### src/rtl/scl_gen_pkg.sv
package scl_gen_pkg;

    typedef enum logic [1:0] {
        SEL_PSC  = 2'd0,
        SEL_LOW  = 2'd1,
        SEL_HIGH = 2'd2,
        SEL_CTRL = 2'd3
    } cfg_sel_e;

    localparam int unsigned CTRL_RUN_BIT = 0;
    localparam int unsigned CTRL_EN_BIT  = 1;

endpackage

### src/rtl/scl_cfg_regs.sv
module scl_cfg_regs
    import scl_gen_pkg::*;
#(
    parameter int unsigned DW = 16
) (
    input  logic          clk,
    input  logic          rst_n,
    input  logic          we,
    input  logic [1:0]    sel,
    input  logic [DW-1:0] wdata,
    output logic [DW-1:0] psc,
    output logic [DW-1:0] low_cnt,
    output logic [DW-1:0] high_cnt,
    output logic          run,
    output logic          en
);

    typedef struct packed {
        logic [DW-1:0] psc;
        logic [DW-1:0] low_cnt;
        logic [DW-1:0] high_cnt;
        logic          run;
        logic          en;
    } regs_t;

    regs_t r_d, r_q;

    always_comb begin
        r_d = r_q;
        if (we) begin
            unique case (cfg_sel_e'(sel))
                SEL_PSC:  r_d.psc      = wdata;
                SEL_LOW:  r_d.low_cnt  = wdata;
                SEL_HIGH: r_d.high_cnt = wdata;
                SEL_CTRL: begin
                    r_d.run = wdata[CTRL_RUN_BIT];
                    r_d.en  = wdata[CTRL_EN_BIT];
                end
                default: r_d = r_q;
            endcase
        end
    end

    always_ff @(posedge clk or negedge rst_n) begin
        if (!rst_n) r_q <= '0;
        else        r_q <= r_d;
    end

    assign psc      = r_q.psc;
    assign low_cnt  = r_q.low_cnt;
    assign high_cnt = r_q.high_cnt;
    assign run      = r_q.run;
    assign en       = r_q.en;

endmodule

### src/rtl/scl_prescaler.sv
module scl_prescaler #(
    parameter int unsigned DW = 16
) (
    input  logic          clk,
    input  logic          rst_n,
    input  logic          clear,
    input  logic [DW-1:0] limit,
    output logic          tick
);

    logic [DW-1:0] cnt_d, cnt_q;

    always_comb begin
        tick = !clear && (cnt_q == limit);
        if (clear || tick) cnt_d = '0;
        else               cnt_d = cnt_q + 1'b1;
    end

    always_ff @(posedge clk or negedge rst_n) begin
        if (!rst_n) cnt_q <= '0;
        else        cnt_q <= cnt_d;
    end

endmodule

### src/rtl/scl_phase_gen.sv
module scl_phase_gen #(
    parameter int unsigned DW      = 16,
    parameter int unsigned D_DIRECT = 7,
    parameter int unsigned D_DIV    = 5
) (
    input  logic          clk,
    input  logic          rst_n,
    input  logic          go,
    input  logic          tick,
    input  logic [DW-1:0] sh_psc,
    input  logic [DW-1:0] sh_low,
    input  logic [DW-1:0] sh_high,
    output logic          scl,
    output logic          fall_stb,
    output logic          rise_stb,
    output logic          running,
    output logic [DW-1:0] act_psc
);

    localparam int unsigned PW = DW + 1;

    typedef struct packed {
        logic          scl;
        logic          fall;
        logic          rise;
        logic          running;
        logic [DW-1:0] a_psc;
        logic [DW-1:0] a_low;
        logic [DW-1:0] a_high;
        logic [PW-1:0] cnt;
    } state_t;

    state_t s_d, s_q;
    logic [PW-1:0] extra;
    logic [PW-1:0] len;

    always_comb begin
        s_d      = s_q;
        s_d.fall = 1'b0;
        s_d.rise = 1'b0;
        extra    = (s_q.a_psc == '0) ? PW'(D_DIRECT) : PW'(D_DIV);
        len      = (s_q.scl ? {1'b0, s_q.a_high} : {1'b0, s_q.a_low}) + extra;
        if (!go) begin
            s_d.scl     = 1'b1;
            s_d.running = 1'b0;
            s_d.cnt     = '0;
        end else if (!s_q.running) begin
            s_d.running = 1'b1;
            s_d.scl     = 1'b0;
            s_d.fall    = 1'b1;
            s_d.cnt     = '0;
            s_d.a_psc   = sh_psc;
            s_d.a_low   = sh_low;
            s_d.a_high  = sh_high;
        end else if (tick) begin
            if (s_q.cnt == len - 1'b1) begin
                s_d.cnt = '0;
                if (s_q.scl) begin
                    s_d.scl    = 1'b0;
                    s_d.fall   = 1'b1;
                    s_d.a_psc  = sh_psc;
                    s_d.a_low  = sh_low;
                    s_d.a_high = sh_high;
                end else begin
                    s_d.scl  = 1'b1;
                    s_d.rise = 1'b1;
                end
            end else begin
                s_d.cnt = s_q.cnt + 1'b1;
            end
        end
    end

    always_ff @(posedge clk or negedge rst_n) begin
        if (!rst_n) begin
            s_q     <= '0;
            s_q.scl <= 1'b1;
        end else begin
            s_q <= s_d;
        end
    end

    assign scl      = s_q.scl;
    assign fall_stb = s_q.fall;
    assign rise_stb = s_q.rise;
    assign running  = s_q.running;
    assign act_psc  = s_q.a_psc;

endmodule

### src/rtl/scl_clock_gen.sv
module scl_clock_gen #(
    parameter int unsigned DW       = 16,
    parameter int unsigned D_DIRECT = 7,
    parameter int unsigned D_DIV    = 5
) (
    input  logic          clk,
    input  logic          rst_n,
    input  logic          cfg_we,
    input  logic [1:0]    cfg_sel,
    input  logic [DW-1:0] cfg_wdata,
    output logic          scl_o,
    output logic          fall_stb,
    output logic          rise_stb
);

    logic [DW-1:0] sh_psc, sh_low, sh_high, act_psc;
    logic          cfg_run, cfg_en, ctrl_go;
    logic          tick, running;

    scl_cfg_regs #(.DW(DW)) regs_i (
        .clk      (clk),
        .rst_n    (rst_n),
        .we       (cfg_we),
        .sel      (cfg_sel),
        .wdata    (cfg_wdata),
        .psc      (sh_psc),
        .low_cnt  (sh_low),
        .high_cnt (sh_high),
        .run      (cfg_run),
        .en       (cfg_en)
    );

    assign ctrl_go = cfg_run && cfg_en;

    scl_prescaler #(.DW(DW)) psc_i (
        .clk   (clk),
        .rst_n (rst_n),
        .clear (!running),
        .limit (act_psc),
        .tick  (tick)
    );

    scl_phase_gen #(.DW(DW), .D_DIRECT(D_DIRECT), .D_DIV(D_DIV)) phase_i (
        .clk      (clk),
        .rst_n    (rst_n),
        .go       (ctrl_go),
        .tick     (tick),
        .sh_psc   (sh_psc),
        .sh_low   (sh_low),
        .sh_high  (sh_high),
        .scl      (scl_o),
        .fall_stb (fall_stb),
        .rise_stb (rise_stb),
        .running  (running),
        .act_psc  (act_psc)
    );

endmodule

### config.mk
export PLATFORM = sky130hd
export DESIGN_NAME = scl_clock_gen
export DESIGN_NICKNAME = d
export VERILOG_FILES = /design/src/rtl/scl_gen_pkg.sv /design/src/rtl/scl_cfg_regs.sv /design/src/rtl/scl_prescaler.sv /design/src/rtl/scl_phase_gen.sv /design/src/rtl/scl_clock_gen.sv
export SDC_FILE = /design/constraint.sdc
export NUM_CORES = 1
export LEC_CHECK = 0
export BUFFER_PORTS_ARGS = -buffer_cell sky130_fd_sc_hd__buf_2
export CORE_MARGIN = 5
export CORE_UTILIZATION = 65
export DETAILED_ROUTE_END_ITERATION = 8
export MAX_ROUTING_LAYER = met4
export PLACE_DENSITY = 0.89
export SLEW_MARGIN = 0
export SYNTH_ARGS = -nofsm -noshare
export SYNTH_HDL_FRONTEND = slang
export SYNTH_SLANG_ARGS = --single-unit
### constraint.sdc
create_clock -name clk -period 9.6 [get_ports clk]
set_input_delay 0.48 -clock clk [delete_from_list [all_inputs] [get_ports clk]]
set_output_delay 0.48 -clock clk [all_outputs]
set_load 0.01 [all_outputs]
==> run metrics <==
critical path required time 10.02 ns; R2R setup slack 4.87 ns; Congestion Overflow GR 0; CTS H-tree depth 4; CP Class reg2reg; Startpoint Class flip-flop; post-layout util 74.1%; share of cells above drive strength 1 28.4%; RD Place Congestion 0.913; Critical Path Start phase_i.scl; # hold bufs at CTS 1; Worst-Skew Late Latency 0.54 ns; Post-synth top flop dfrtp_1; Final period util 49.3%; final setup vio count 0; Yosys reg bits 135; Total Nets Final 584; sequential-to-total area share from yosys stat 52.2%; DRC viols 0; ANT cells 0; Pwr Total 1.91 mW; die width 110 um; Finished Cell Area 7210 sq um; RSZ-0062 raised after global routing false; dpl hpwl 9.51 mm; Max transition margin 28.9%; Mapped Cells 531; Hold Slack 0.212 ns; Core Rows 36; clk root buf clkbuf_8; worst hold start cfg_wdata[3]; Tightest Pin Transition 1.07 ns; core area 9730 sq um; Worst R2R End phase_i.s_q[23]; max-cap viol count 0; Slew Viols, Final 0; WHS Endpoint regs_i.psc[3]; routed len/inst 19.7 um; final hold vios 0; reg2reg path depth 13; synth unique cells 47; crit-path max FO 47; placed inst area 6680 sq um; Starting Density 66.5%; initial antenna violation count 0; I/O pin count 24; # port buffers 23; hold crit path type in2reg; async set-or-reset flop fraction in the synthesized netlist 100%; cts bufs inserted 17; vias per inst 6.12; clock skew 0.00549 ns; Max Root-Sink Buffers 2; Worst VDD drop 0.191 mV; WL final 13.8 mm; 1st-iter DRT viols 290; outcome finished clean; Synth-to-Final Area Change 11.4%; minimum clock period after layout 4.73 ns; Warnings, synthesis 0; largest net degree at the start of global routing 88; Die Y 110 um; drt pass-1 iters 5; Setup Fix Bufs, Post-CTS 0; PostCTS Resize Cnt 0; DR vias 4304; fmax 211 MHz; Antenna Violating Nets Remaining 0; gr usage total 26.2%; most frequent cells in the layout dfrtp_1, mux2_2, nor2_1; worst r2r src phase_i.scl; Num Clock Sinks 135; pwr dens 264 nW/um^2; leakage 3.17 nW; vias in the first global route 4491; critical path data arrival time 5.15 ns; net count after synthesis 556; crit end category flip-flop; clock slew seen by the registers of the worst setup and hold paths 0.06 ns; WHS Path Cells 2; die area 12100 sq um; first-pass GRT wire length 22.9 mm; Cell Area, Synth 6470 sq um; TNS Setup 0 ns; commonest non-fill, non-tap cell in the layout dfrtp_1; Post-synth EDFFs 0; clock tree from TritonCTS built; Syn Area/Cell 12.2 sq um
-- kinds of logic (layout without fill, tap and decap cells) --
kind of cell               after synthesis  in the layout  synth area share (%)
muxes                                  116            116                  20.4
adders and majority gates                4              4                 0.773
AOI/OAI and AO/OA                       37             37                  3.89
buffers and inverters                   27             66                  2.24
DFF                                    135            135                  52.2
xor gates and xnor gates                62             62                  8.39
and+or+nand+nor                        150            150                  12.1
-- stage by stage --
stage | setup WS, ns | cells
final | 4.87 | 703
after global routing | 4.58 | 703
after CTS | 4.92 | 703
after detailed placement | 4.98 | 672
after global placement | 5.16 | 672
after floorplan | 5.71 | 531
-- flip-flops by register name (all words and copies together), names as in the netlist --
register and cells:
phase_i.rise_stb 1, regs_i.run 1, regs_i.psc 16, regs_i.en 1
psc_i.cnt_q 16, phase_i.s_q 49, regs_i.high_cnt 16, regs_i.low_cnt 16
phase_i.running 1, phase_i.act_psc 16, phase_i.scl 1, phase_i.fall_stb 1
-- layer usage --
layer / up-vias / wire, um / GRT usage [%]
met2: 126 / 6910 / 40.6
met5: - / 0 / -
met3: 33 / 685 / 6.05
met4: 0 / 392 / 12.7
li1: 1948 / - / -
met1: 2197 / 5830 / 32.5
-- worst max-delay path, stage by stage (launching register included) --
cell,delay [ns]
dfstp_2,1.03
mux2_2,0.29
ha_1,0.17
inv_1,0.05
ha_1,0.21
nand4bb_1,0.29
a22oi_1,0.41
nor4bb_1,0.28
mux2_2,0.37
a21oi_1,0.25
o41ai_2,0.14
nand2_2,0.11
buf_4,0.54
mux2_2,0.43
-- cells in the mapped netlist, drive strengths merged, types with 4 or more instances --
library cell / n / area share, %
nand3b: 8 / 0.93
buf: 10 / 1.3
or3: 5 / 0.48
nor2: 37 / 2.1
a22oi: 4 / 0.54
nand2: 28 / 1.6
xor2: 34 / 4.6
o21ai: 9 / 0.70
mux2i: 15 / 2.3
xnor2: 28 / 3.8
ha: 4 / 0.77
nand4: 9 / 0.87
dfrtp: 134 / 52
clkbuf: 8 / 0.46
nand3: 26 / 2.0
nor4: 11 / 1.1
mux2: 101 / 18
a21oi: 10 / 0.77
inv: 9 / 0.52
and3: 9 / 0.87
-- worst max path at each step --
stage                                to  slack [ns]  depth (start not counted)
floorplan           phase_i.act_psc[10]        5.71                         17
global placement    phase_i.act_psc[15]        5.16                         13
detailed placement      phase_i.s_q[44]        4.98                         13
CTS                     phase_i.s_q[23]        4.92                         13
global route            phase_i.s_q[23]        4.58                         13
finish                  phase_i.s_q[23]        4.87                         13
-- cell type report --
| cell class | instances | area (sq um) |
|---|---|---|
| fill | 627 | 2520 |
| clock buffer | 24 | 480 |
| multi-input combinational | 369 | 2960 |
| inverter | 9 | 33.8 |
| tap | 133 | 166 |
| clock inverter | 6 | 43.8 |
| timing repair buffer | 27 | 150 |
| sequential | 135 | 3380 |
-- power by group --
group	total, mW	switching, mW	internal [mW]
clock network	0.576	0.234	0.342
registers	0.865	0.148	0.717
logic	0.464	0.210	0.254
total	1.91	0.592	1.31
Note: power is estimated with default switching activity, not from simulation.
